===== src/rtl/dacr_pkg.sv =====
package dacr_pkg;

   typedef enum logic [1:0] {
      OP_DIRECT = 2'b00,
      OP_LOW    = 2'b01,
      OP_HIGH   = 2'b10,
      OP_XFER   = 2'b11
   } dacr_op_e;

   function automatic dacr_op_e dacr_decode(input logic [1:0] sel);
      return dacr_op_e'(sel);
   endfunction

endpackage


===== src/rtl/dacr_strobe.sv =====
module dacr_strobe (
   input  logic clk,
   input  logic rst,
   input  logic cs_n,
   input  logic wr_n,
   output logic strobe_live,
   output logic commit
);
   logic strobe_q;

   assign strobe_live = ~cs_n & ~wr_n;

   always_ff @(posedge clk) begin
      if (rst) strobe_q <= 1'b0;
      else     strobe_q <= strobe_live;
   end

   assign commit = strobe_q & ~strobe_live;
endmodule


===== src/rtl/dacr_snapshot.sv =====
module dacr_snapshot
   import dacr_pkg::*;
#(
   parameter int DATA_W = 14
) (
   input  logic              clk,
   input  logic              rst,
   input  logic              strobe_live,
   input  logic [DATA_W-1:0] bus_data,
   input  logic [1:0]        addr_sel,
   output logic [DATA_W-1:0] snap_data,
   output dacr_op_e          snap_op
);
   always_ff @(posedge clk) begin
      if (rst) begin
         snap_data <= '0;
         snap_op   <= OP_DIRECT;
      end else if (strobe_live) begin
         snap_data <= bus_data;
         snap_op   <= dacr_decode(addr_sel);
      end
   end
endmodule


===== src/rtl/dacr_hold.sv =====
module dacr_hold
   import dacr_pkg::*;
#(
   parameter int DATA_W = 14,
   parameter int LO_W   = 8
) (
   input  logic              clk,
   input  logic              rst,
   input  logic              commit,
   input  dacr_op_e          snap_op,
   input  logic [DATA_W-1:0] snap_data,
   output logic [DATA_W-1:0] hold_word
);
   localparam int HI_W    = DATA_W - LO_W;
   localparam int N_LANES = 2;

   for (genvar g = 0; g < N_LANES; g++) begin : g_lane
      localparam int       LSB     = (g == 0) ? 0 : LO_W;
      localparam int       WID     = (g == 0) ? LO_W : HI_W;
      localparam dacr_op_e LANE_OP = (g == 0) ? OP_LOW : OP_HIGH;

      logic [WID-1:0] lane_q;
      logic           lane_we;

      assign lane_we = commit && (snap_op == LANE_OP || snap_op == OP_DIRECT);

      always_ff @(posedge clk) begin
         if (rst)          lane_q <= '0;
         else if (lane_we) lane_q <= snap_data[LSB +: WID];
      end

      assign hold_word[LSB +: WID] = lane_q;
   end
endmodule


===== src/rtl/dacr_input_regs.sv =====
module dacr_input_regs
   import dacr_pkg::*;
#(
   parameter int DATA_W        = 14,
   parameter int LO_W          = 8,
   parameter bit DIRECT_FOLLOW = 1'b1
) (
   input  logic              clk,
   input  logic              rst,
   input  logic [DATA_W-1:0] bus_data,
   input  logic [1:0]        addr_sel,
   input  logic              cs_n,
   input  logic              wr_n,
   output logic [DATA_W-1:0] dac_code
);
   localparam int HI_W = DATA_W - LO_W;

   if (LO_W < 1 || HI_W < 1) begin : g_bad_split
      $error("dacr_input_regs: LO_W must lie strictly inside DATA_W");
   end

   logic              strobe_live;
   logic              commit;
   logic [DATA_W-1:0] snap_data;
   dacr_op_e          snap_op;
   logic [DATA_W-1:0] hold_word;
   logic              follow_load;

   dacr_strobe u_strobe (
      .clk         (clk),
      .rst         (rst),
      .cs_n        (cs_n),
      .wr_n        (wr_n),
      .strobe_live (strobe_live),
      .commit      (commit)
   );

   dacr_snapshot #(.DATA_W(DATA_W)) u_snap (
      .clk         (clk),
      .rst         (rst),
      .strobe_live (strobe_live),
      .bus_data    (bus_data),
      .addr_sel    (addr_sel),
      .snap_data   (snap_data),
      .snap_op     (snap_op)
   );

   dacr_hold #(.DATA_W(DATA_W), .LO_W(LO_W)) u_hold (
      .clk       (clk),
      .rst       (rst),
      .commit    (commit),
      .snap_op   (snap_op),
      .snap_data (snap_data),
      .hold_word (hold_word)
   );

   if (DIRECT_FOLLOW) begin : g_follow
      assign follow_load = strobe_live && (dacr_decode(addr_sel) == OP_DIRECT);
   end else begin : g_no_follow
      assign follow_load = 1'b0;
   end

   always_ff @(posedge clk) begin
      if (rst) begin
         dac_code <= '0;
      end else if (commit) begin
         if (snap_op == OP_DIRECT)    dac_code <= snap_data;
         else if (snap_op == OP_XFER) dac_code <= hold_word;
      end else if (follow_load) begin
         dac_code <= bus_data;
      end
   end
endmodule


===== config.mk =====
export PLATFORM = sky130hd
export DESIGN_NAME = dacr_input_regs
export DESIGN_NICKNAME = d
export VERILOG_FILES = /design/src/rtl/dacr_pkg.sv /design/src/rtl/dacr_strobe.sv /design/src/rtl/dacr_snapshot.sv /design/src/rtl/dacr_hold.sv /design/src/rtl/dacr_input_regs.sv
export SDC_FILE = /design/constraint.sdc
export NUM_CORES = 1
export LEC_CHECK = 0
export BUFFER_PORTS_ARGS = -buffer_cell sky130_fd_sc_hd__buf_2
export CELL_PAD_IN_SITES_DETAIL_PLACEMENT = 1
export CELL_PAD_IN_SITES_GLOBAL_PLACEMENT = 2
export CORE_UTILIZATION = 36
export DETAILED_ROUTE_END_ITERATION = 6
export GPL_TIMING_DRIVEN = 0
export PLACE_DENSITY = 0.89
export SYNTH_ARGS = -nofsm -noshare
export SYNTH_HDL_FRONTEND = slang
export SYNTH_SLANG_ARGS = --single-unit

===== constraint.sdc =====
create_clock -name clk -period 2.35 [get_ports clk]
set_input_delay 0.235 -clock clk [delete_from_list [all_inputs] [get_ports clk]]
set_output_delay 0.235 -clock clk [all_outputs]
set_load 0.02 [all_outputs]

# Word-level counts from Yosys, hierarchy flattened
# Index checks and enable logic that the tools add are counted.
# word_totals
reg_bits,45
in_bits,20
output_inout_bits,14
elab_cells,28
# op_classes
n_eq_ne,4
mux,4
n_bitwise,5
reduce_logical,9
# ops
cell,count
14-bit two-way mux,4
"2-bit equality test, second input constant",2
2-bit zero test,2
1-bit logical AND,3
"3-bit inequality test, second input constant",1
1-bit NOT,3
1-bit bitwise AND,2
"2-bit by 1-bit equality test with 1-bit output, second input constant",1
1-bit logical OR,2
2-bit AND reduction,1
2-bit nonzero test,1

# Depth between registers and ports, before layout
# Gate-level depths: netlist of run 1.
# logic_depth
depth_word,6
depth_mapped,5
mapped_depth_nobuf,3

# Modules after synthesis
# A second synthesis of run 1 with hierarchy kept.
# hier_totals
cells_unflattened,231
area_unflattened_um2,2309.7
# modules_own_cells
mod,n_inst,cells_each,area_each_um2,seq_area_each_um2
dacr_input_regs,1,114,1053.5,280.3
dacr_hold,1,61,634.4,280.3
dacr_snapshot,1,52,580.6,320.3
dacr_strobe,1,4,41.3,20.0

# Worst setup path after synthesis of run 1
# No wires, ideal clock.
# synth_timing
path_kind,input port to flip-flop
start,input addr_sel[1]
end,register dac_code[0]
setup_ps,96
arrival_ps,1423
required_time_ps,2254
setup_slack_ps,832
cell_stages,5
path_buffers,2
cell_sequence,or4_4 > buf_6 > o21a_4 > buf_6 > o41ai_2
# synth_via
elab_chain_cells,4
# synth_lines
item,line_no,text
"start, declared",dacr_input_regs.sv:11,"input logic [1:0] addr_sel,"
2-bit zero test,dacr_input_regs.sv:58,assign follow_load = strobe_live && (dacr_decode(addr_sel) == OP_DIRECT);
1-bit logical AND,dacr_input_regs.sv:58,
2-bit nonzero test (no source line),-,
2-bit AND reduction (no source line),-,
"end signal, assigned",dacr_input_regs.sv:67,if (snap_op == OP_DIRECT) dac_code <= snap_data;
"end signal, assigned",dacr_input_regs.sv:68,else if (snap_op == OP_XFER) dac_code <= hold_word;
"end signal, assigned",dacr_input_regs.sv:70,dac_code <= bus_data;
"end, declared",dacr_input_regs.sv:14,output logic [DATA_W-1:0] dac_code
# Every way passes these cells.
# A chain may end at the register's enable or synchronous reset.

# Final worst setup path of run 1
# layout_timing
start,register u_snap.snap_op[0]
end,register dac_code[10]
# layout_via
elab_chain_cells,3
elab_cells_between_ends,6
cone_classes,eq/ne (2); mux (2); reduce/logical (2)
# layout_lines
item,line_no,text
"start, declared",dacr_snapshot.sv:12,output dacr_op_e snap_op
"start signal, assigned",dacr_snapshot.sv:20,snap_op <= dacr_decode(addr_sel);
2-bit equality test / 2-bit zero test (equally long branches),"dacr_input_regs.sv:68, dacr_input_regs.sv:67",
3-bit inequality test (no source line) / 14-bit two-way mux (equally long branches),-,
2-bit AND reduction (no source line) / 14-bit two-way mux (equally long branches),-,
# Parallel ways exist; a longest one is shown, timed or not.

==> reports/qor.csv, run 1 <==
metric,value,unit
mux share of post-synthesis cell area,0,%
Worst setup SP type,register,
Netlist Area Pre-Place,2090,µm²
syn_nets,264,
Post-CTS Hold Buffers,0,
setup_tns,0,ns
die area,6120,µm²
hold path depth,3,
"most used cell, CP",clkbuf_1,
TritonCTS Buffers,5,
Worst slew margin,59.3,%
Starting DRT DRC Count,84,
Slew Limit Fails,0,
gr usage total,21.0,%
chip width,78.2,µm
Post-DRT Antenna Nets,0,
GP Congestion,0.776,
initial antenna violation count,0,
R2R Path Start,u_snap.snap_op[0],
Mapped Cells,244,
pre-CTS WS,0.529,ns
post-synth top area share,43.1,%
CP Data Required Time,2.54,ns
worst-path cell chain,clkbuf_1 -> xor2_1 -> clkbuf_1 -> o2111ai_1 -> o41ai_2,
Slew @ Worst Pin,0.608,ns
largest family of logic cells by synthesized area,compound AO/OA/AOI/OAI gates,
drt wl/cell,16.1,µm
max_cap viols,0,
worst vdd ir,0.462,mV
Clock Latency Late Sink,0.30,ns
crit path max-delay cell type,xor2_1,
"Seq/Total Area, Yosys",43.1,%
Area Growth Syn to Fin,17.7,%
CTS Buffer Depth,2,
RSZ-0062 raised after global routing,no,
Vias per Instance,5.28,
largest net degree at the start of global routing,15,
Filler cells,692,
Worst Path Max Fanout,10,
fraction of layout cells with a size suffix above 1,20.4,%
FF-to-FF End,dac_code[10],
Post-Route WL,5.73,mm
Worst R2R Path Depth,5,
vias in the first global route,1942,
Via Count,1879,
P per Cell Area,653,nW/µm²
simple logic cell fraction of the synthesized area,13.0,%
# clock sinks,45,
Fin. Hold Viols,0,
final setup fails,0,
post-DP HPWL,4.47,mm
Clk Tree Root Cell,clkbuf_8,
most frequent cell after synthesis,dfxtp_1,
effective utilization at floorplan,37.7,%
commonest cells in the netlist,"dfxtp_1 (45), nand2_1 (32), a21oi_1 (30)",
Post-Synth Adder-Cell Area,0,%
post-cts sizing count,0,
Crit path arrival time,2.08,ns
critical path class,register to register,
sink of the worst hold path,u_snap.snap_data[11],
drc violations,0,
ANT cells,0,
Crit. End Element,register,
worst reg-to-reg setup slack,0.45,ns
area of the multi-input gates,1060,µm²
crit share post-route,80.6,%
syn_area_per_cell,8.57,µm²
Synth area leaders,"dfxtp_1 (43%), o41ai_2 (7.8%), a21oi_1 (7.2%)",
post-CTS setup buffer count,0,
register area,901,µm²
fin crit period,1.90,ns
hold crit path type,input pin to register,
PnR worst setup slack,0.455,ns
Leak,0.921,nW
Post-synth EDFFs,0,
top_reg_cell synth,dfxtp_1,
row count,27,
Synth Area in Compound Gates,37.2,%
slowest cell delay on critical path,0.54,ns
startpoint of the most critical hold path,bus_data[11],
synth warn,0,
Synth Area in XOR/XNOR,0.419,%
total gr overflow,0,
input/output buffers,32,
run status,finished clean,
die height,78.2,µm
Yosys top cell by area,dfxtp_1,
f_max,0.528,GHz
drt first pass iters,4,
H-tree depth,2,
flop and latch count out of synthesis,45,
clk_skew,0.0127,ns
count of cell types in the netlist,21,
IO Count,34,
Synth async-reset ratio,0,%
first-pass GRT wire length,9.88,mm
clock-pin slew on the worst setup and hold paths,0.09,ns
Core ar.,5540,µm²
fin nets,303,
CTS tree,done,
-- worst max-delay path by stage --
stage / from / end / slack, ns / depth (start not counted)
after floorplan: addr_sel[1] / dac_code[0] / 0.83 / 5
after global placement: u_snap.snap_op[0] / dac_code[12] / 0.56 / 5
after detailed placement: u_snap.snap_op[0] / dac_code[10] / 0.53 / 5
after CTS: u_snap.snap_op[0] / dac_code[10] / 0.50 / 5
after global routing: u_snap.snap_op[0] / dac_code[9] / 0.34 / 5
final: u_snap.snap_op[0] / dac_code[10] / 0.45 / 5
-- cells by family (layout without fill, tap and decap cells) --
family,count (synthesis),after routing
buf+inv,30,70
flops,45,45
simple gates,65,65
xor+xnor,1,1
compound gates,103,103
-- sequential cells by signal (all words and copies together), names as in the netlist --
name	flops
dac_code	14
u_hold.g_lane.lane_q	14
u_snap.snap_data	14
u_snap.snap_op	2
u_strobe.strobe_q	1
-- layout by cell type (no fill, tap or decap), types with 2 or more instances in the layout --
master / synthesis / final
clkbuf_1: 20 / 20
o41ai_2: 10 / 10
o2111ai_1: 14 / 14
buf_6: 2 / 2
o21a_1: 15 / 15
a211oi_1: 14 / 14
buf_1: 2 / 2
nor2_1: 17 / 17
a21oi_1: 30 / 30
o21ai_0: 14 / 14
nand3_1: 14 / 14
buf_2: 3 / 35
dfxtp_1: 45 / 45
clkbuf_8: 0 / 6
o41ai_1: 4 / 4
inv_1: 3 / 3
nand2_1: 32 / 32
-- layout make-up --
type	instances	share of cell area (%)
clock inverters	2	1.53
flip-flops and latches	45	36.6
clock buffers	6	3.36
well taps	72	3.66
multi-input cells	169	43.0
inverters	3	0.458
plain buffers	27	4.88
repair buffers	32	6.51
-- critical path, delay by kind of cell (launching register included) --
family / cells / cell delay (ns)
AO/OA/AOI/OAI: 2 / 0.27
XOR/XNOR: 1 / 0.54
buffers and inverters: 2 / 0.65
flip-flops: 1 / 0.32
-- routing by layer --
| layer | vias to the layer above | GRT usage [%] | part of all wire (%) |
|---|---|---|---|
| li1 | 979 | - | - |
| met1 | 867 | 29.6 | 52 |
| met2 | 27 | 32.2 | 44 |
| met3 | 6 | 4.30 | 2.8 |
| met4 | 0 | 5.93 | 1.2 |
| met5 | - | 0 | 0 |
-- through the flow --
stage               cells  hold WS, ns  util, %  total power, W  instance area, µm²
CTS                   356        0.172     44.4         0.00163                2460
global placement      348        0.462     42.3         0.00101                2340
detailed placement    348        0.470     42.3         0.00102                2340
finish                356        0.185     44.4         0.00161                2460
floorplan             244        0.371        -        0.000946                2090
global route          356        0.187     44.4         0.00168                2460
-- report_power, final --
| part | switching [W] | internal (W) | total, W |
|---|---|---|---|
| sequential | 0.0000157 | 0.000789 | 0.000804 |
| clock | 0.000262 | 0.000346 | 0.000608 |
| combinational | 0.000133 | 0.0000617 | 0.000195 |
(Power assumes the default switching activity.)
==> run 2: changes to the inputs <==
--- a/config.mk
+++ b/config.mk
@@ -8,10 +8,10 @@
 export BUFFER_PORTS_ARGS = -buffer_cell sky130_fd_sc_hd__buf_2
 export CELL_PAD_IN_SITES_DETAIL_PLACEMENT = 1
 export CELL_PAD_IN_SITES_GLOBAL_PLACEMENT = 2
-export CORE_UTILIZATION = 36
+export CORE_UTILIZATION = 30
 export DETAILED_ROUTE_END_ITERATION = 6
 export GPL_TIMING_DRIVEN = 0
-export PLACE_DENSITY = 0.89
+export PLACE_DENSITY = 0.8
 export SYNTH_ARGS = -nofsm -noshare
 export SYNTH_HDL_FRONTEND = slang
 export SYNTH_SLANG_ARGS = --single-unit
==> constraint.sdc (replaced) <==
create_clock -name clk -period 1.5 [get_ports clk]
set_input_delay 0.15 -clock clk [delete_from_list [all_inputs] [get_ports clk]]
set_output_delay 0.15 -clock clk [all_outputs]
set_load 0.02 [all_outputs]
==> run 2 against run 1 <==
Die area is 19% higher. Sequential power is 58% higher. Power is 62% higher. Global-route usage is 1.8 points lower. Clock skew is 0.0045 ns lower. Largest cell class unchanged. Largest power group unchanged. Highest routed layer unchanged.
==> reports/qor.csv, run 2 (same netlist as run 1, synthesis figures left out) <==
metric,value,unit
leading registers by flop count,"dac_code (14), u_hold.g_lane.lane_q (14), u_snap.snap_data (14)",
Crit path arrival time,1.65,ns
M2 GR Usage,32.5,%
# clock sinks,45,
R2R Path Start,u_snap.snap_op[1],
most frequent cells in the layout,"dfxtp_1 (43), buf_2 (34), nand2_1 (32)",
"Design Area, Final",2590,µm²
worst vdd ir,0.442,mV
final setup fails,0,
largest net degree at the start of global routing,14,
placed instance count,356,
crit share post-route,97.3,%
fin crit period,1.46,ns
critical path class,register to register,
Clk Tree Root Cell,clkbuf_8,
Post-DP Area,2350,µm²
chip width,85.5,µm
ANT cells,0,
vias in the first global route,2096,
run status,finished clean,
H-tree depth,2,
P per Cell Area,1010,nW/µm²
Slew @ Worst Pin,0.527,ns
register area,906,µm²
Setup crit start,u_snap.snap_op[1],
pre-CTS WS,-0.399,ns
clk_skew,0.00815,ns
drt first pass iters,4,
IO Count,34,
Crit. End Element,register,
hold crit path type,input pin to register,
CTS Buffer Depth,2,
final std cells w/o fill,362,
GP Congestion,0.737,
initial antenna violation count,0,
input/output buffers,32,
row count,30,
die height,85.5,µm
post-CTS setup buffer count,0,
drc violations,0,
Post-DRT Antenna Nets,0,
drt wl/cell,18.4,µm
area of the multi-input gates,1160,µm²
fraction of layout cells with a size suffix above 1,28.7,%
Post-Route WL,6.66,mm
Clock Latency Late Sink,0.31,ns
max_cap viols,0,
effective utilization at floorplan,30.9,%
total gr overflow,0,
post-DP HPWL,4.86,mm
gr usage total,19.2,%
CTS tree,done,
Fin. Hold Viols,0,
clock-pin slew on the worst setup and hold paths,0.09,ns
Filler cells,814,
f_max,0.685,GHz
M3 GR Usage,3.31,%
Post-CTS Hold Buffers,0,
Via Count,2019,
TritonCTS Buffers,5,
startpoint of the most critical hold path,bus_data[8],
Slew Limit Fails,0,
met1 usage,24.0,%
Core ar.,6760,µm²
Starting DRT DRC Count,72,
die area,7310,µm²
PnR worst setup slack,0.0400,ns
Worst Path Max Fanout,10,
GRT busiest layer,met2,
first-pass GRT wire length,10.8,mm
fin nets,301,
"leading cell type in the layout, fill and taps excluded",dfxtp_1,
Vias per Instance,5.58,
Area Growth Syn to Fin,23.8,%
Worst slew margin,64.9,%
Leak,0.998,nW
CP Data Required Time,1.69,ns
Worst setup SP type,register,
## run 2: per-layer routing
metal	part of all wire, %	vias to the layer above
li1	-	974
met1	47	997
met2	48	37
met3	3.1	11
met4	2.3	0
met5	0	-
## run 2: what timing repair did
item / 4_1_cts / 5_1_grt
setup endpoints to repair: 27 / 22
endpoints found under the hold margin: 0 / 0
gates resized for setup: 28 / 10
## run 2: final timing paths
path | endpoint | slack (ns) | cells after the start
hold reg to reg | u_hold.g_lane[1].lane_q[3] | 0.48 | 2
setup reg to reg | dac_code[12] | 0.04 | 4
hold / removal | u_snap.snap_data[8] | 0.08 | 3
setup / recovery | dac_code[12] | 0.04 | 4
## run 2: through the flow
stage                     util (%)  hold WS, ns  power [W]  setup TNS (ns)
after CTS                     38.1       0.0724    0.00263               0
after floorplan                  -        0.286    0.00148               0
final                         38.3       0.0807    0.00261               0
after global placement        34.8        0.410    0.00160           -7.34
after detailed placement      34.8        0.413    0.00161           -7.64
after global routing          38.3       0.0944    0.00270       -0.000354
## run 2: worst max-delay path: stages, from the launching register on
cell	delay [ns]
dfxtp_4	0.40
xor2_4	0.22
clkbuf_2	0.23
o2111ai_1	0.34
o41ai_4	0.14
## run 2: cell type report
| type | count | area share [%] |
|---|---|---|
| sequential | 45 | 35.0 |
| inverter | 3 | 0.435 |
| buffer | 25 | 5.27 |
| tap | 80 | 3.87 |
| timing repair buffer | 32 | 6.19 |
| multi-input combinational | 169 | 44.7 |
| clock buffer | 7 | 3.34 |
| clock inverter | 1 | 1.16 |
## run 2: power by group
part	internal [W]	total (W)	leakage (nW)	switching (W)
sequential	0.00124	0.00127	0.367	0.0000350
combinational	0.000110	0.000339	0.572	0.000228
clock	0.000544	0.000997	0.0585	0.000452
total	0.00189	0.00261	0.998	0.000716
==> run 3: changes to the inputs <==
--- a/config.mk
+++ b/config.mk
@@ -5,13 +5,14 @@
 export SDC_FILE = /design/constraint.sdc
 export NUM_CORES = 1
 export LEC_CHECK = 0
+export ABC_AREA = 1
 export BUFFER_PORTS_ARGS = -buffer_cell sky130_fd_sc_hd__buf_2
 export CELL_PAD_IN_SITES_DETAIL_PLACEMENT = 1
 export CELL_PAD_IN_SITES_GLOBAL_PLACEMENT = 2
-export CORE_UTILIZATION = 30
+export CORE_UTILIZATION = 27
 export DETAILED_ROUTE_END_ITERATION = 6
 export GPL_TIMING_DRIVEN = 0
-export PLACE_DENSITY = 0.8
+export PLACE_DENSITY = 0.79
 export SYNTH_ARGS = -nofsm -noshare
 export SYNTH_HDL_FRONTEND = slang
 export SYNTH_SLANG_ARGS = --single-unit
==> run 3 against run 2 <==
Wire length down 1.7%. Combinational power is 27% higher. Via count rose by 7.4%. Register-to-register slack better by 0.15 ns. Die area rose by 14%. Final cell count increased by 31%. Worst hold slack better by 0.069 ns. Sequential cell count stayed put.
==> reports/qor.csv, run 3 <==
metric,value,unit
run status,finished clean,
crit path max-delay cell type,dfxtp_2,
"Seq/Total Area, Yosys",41.7,%
drt first pass iters,4,
H-tree depth,2,
worst-path cell chain,inv_2 -> nand2_2 -> nand2_1 -> nand2_1 -> buf_6 -> nand3_1 -> nand2_1 -> nor2_1,
syn_area_per_cell,6.52,µm²
post-synth top area share,41.7,%
clock-pin slew on the worst setup and hold paths,0.09,ns
CP Data Required Time,1.71,ns
die area,8350,µm²
Crit path arrival time,1.53,ns
CP Buf/Inv Count,2,
CTS Buffer Depth,2,
Synth area leaders,"dfxtp_1 (42%), nand2_1 (13%), nand3_1 (10%)",
Mapped Cells,331,
chip width,91.4,µm
post-DP HPWL,4.86,mm
syn_nets,351,
Sw Ratio,29.5,%
"CP delay by family, top",simple AND/OR/NAND/NOR gates,
gr usage total,17.0,%
Vias per Instance,4.59,
Worst setup SP type,register,
# clock sinks,45,
IO Count,34,
Clock Latency Late Sink,0.31,ns
setup_tns,0,ns
Leak,1.16,nW
effective utilization at floorplan,27.9,%
final setup fails,0,
drc violations,0,
Post-DRT Antenna Nets,0,
Core ar.,7730,µm²
Clk Tree Root Cell,clkbuf_8,
ANT cells,0,
Synth async-reset ratio,0,%
post-CTS setup buffer count,0,
die height,91.4,µm
flop and latch count out of synthesis,45,
worst vdd ir,0.339,mV
most frequent cell after synthesis,nand2_1,
RSZ-0062 raised after global routing,no,
most frequent cells in the layout,"nand2_1 (76), inv_1 (48), nand3_1 (43), dfxtp_1 (43), buf_2 (38)",
fin nets,390,
clock power share,33.6,%
hold crit path type,input pin to register,
Via Count,2169,
Worst slew margin,65.2,%
Starting DRT DRC Count,73,
total gr overflow,0,
vias in the first global route,2338,
"most used cell, CP",nand2_1,
Tot Pwr,0.00259,W
"leading cell type in the layout, fill and taps excluded",nand2_1,
Slew Limit Fails,0,
f_max,0.761,GHz
first-pass GRT wire length,11.0,mm
largest net degree at the start of global routing,14,
count of cell types in the netlist,14,
Worst Path Max Fanout,10,
TritonCTS Buffers,5,
Crit. End Element,register,
NetSw,0.000764,W
critical path class,register to register,
share of power burned in registers,49.8,%
crit share post-route,87.6,%
Post-synth EDFFs,0,
max_cap viols,0,
row count,32,
internal power,0.00182,W
Fin. Hold Viols,0,
input/output buffers,32,
clk_skew,0.00473,ns
fraction of layout cells with a size suffix above 1,17.0,%
slowest cell delay on critical path,0.41,ns
Post-CTS Hold Buffers,0,
initial antenna violation count,0,
Slew @ Worst Pin,0.522,ns
synth warn,0,
CTS tree,done,
Netlist Area Pre-Place,2160,µm²
fin crit period,1.31,ns
Area Growth Syn to Fin,18.7,%
drt wl/cell,13.8,µm
Post-Route WL,6.55,mm
P per Cell Area,1010,nW/µm²
Comb power frac,16.6,%
Yosys top cell by area,dfxtp_1,
commonest cells in the netlist,"nand2_1 (76), inv_1 (48), dfxtp_1 (45)",
leading registers by flop count,"dac_code (14), u_hold.g_lane.lane_q (14), u_snap.snap_data (14)",
top_reg_cell synth,dfxtp_1,
Final Core Density,33.2,%
GP Congestion,0.742,
==> run 3: cell count changes in the layout (fill, tap and decap cells not counted), sizes merged, moves of 6 or more <==
cell     before  now
a211oi       14    0
nor2         17   36
clkbuf       27   15
o41ai        14    0
nand2        32   79
o21a         16    0
o21ai        15   30
buf          37   43
o2111ai      14    0
nand3        14   43
inv           3   49
==> run 3: final cells by class <==
type | instances | area (µm²)
buffer | 19 | 119
clock buffer | 7 | 96.3
clock inverter | 1 | 5.00
fill | 1031 | 5160
inverter | 49 | 184
multi-input combinational | 218 | 967
sequential | 45 | 903
tap | 102 | 128
timing repair buffer | 32 | 160
==> run 3: final timing paths <==
path                              startpoint                    endpoint  depth (start not counted)  slack [ns]
setup / recovery           u_snap.snap_op[0]                 dac_code[9]                          8        0.19
hold reg to reg   u_hold.g_lane[0].lane_q[7]  u_hold.g_lane[0].lane_q[7]                          2        0.47
hold / removal                   bus_data[1]         u_snap.snap_data[1]                          3        0.15
setup reg to reg           u_snap.snap_op[0]                 dac_code[9]                          8        0.19
==> run 3: power groups by stage <==
| stage | Clock (W) | Combinational, W | Sequential (W) |
|---|---|---|---|
| 6_report | 0.000868 | 0.000429 | 0.00129 |
| 5_1_grt | 0.000928 | 0.000495 | 0.00130 |
| 4_1_cts | 0.000897 | 0.000433 | 0.00129 |
| 3_5_place_dp | 0 | 0.000431 | 0.00132 |
| 3_3_place_gp | 0 | 0.000425 | 0.00131 |
| 2_1_floorplan | 0 | 0.000261 | 0.00134 |
==> run 3: cell families after synthesis <==
group	count (synthesis)	synth area share (%)
AO/OA/AOI/OAI	60	13.9
buffers and inverters	68	13.8
flip-flops	45	41.7
AND/OR/NAND/NOR	158	30.6
==> run 3: metal layers <==
metal  track usage [%]  part of all wire, %  vias to the layer above
li1                  -                    -                     1107
met1              21.3                   47                     1023
met2              30.0                   48                       32
met3              2.85                  3.8                        7
met4              4.50                  1.1                        0
met5                 0                    0                        -
==> run 3: worst register-to-register path, stage by stage, from the launching register on <==
cell     delay (ns)
dfxtp_2        0.41
inv_2          0.13
nand2_2        0.10
nand2_1        0.05
nand2_1        0.17
buf_6          0.18
nand3_1        0.08
nand2_1        0.07
nor2_1         0.04
==> run 3: repair_timing <==
action / 4_1_cts / 5_1_grt
resized for setup: 0 / 9
setup endpoints to repair: 0 / 20
hold endpoints to repair: 0 / 0
==> run 3: stage by stage <==
stage | std cells | hold slack [ns] | cell area, µm² | setup WS [ns]
finish | 473 | 0.150 | 2560 | 0.186
global route | 473 | 0.159 | 2560 | 0.0370
CTS | 473 | 0.148 | 2550 | 0.0152
detailed placement | 465 | 0.454 | 2450 | 0.0477
global placement | 465 | 0.449 | 2450 | 0.0651
floorplan | 331 | 0.342 | 2160 | 0.365
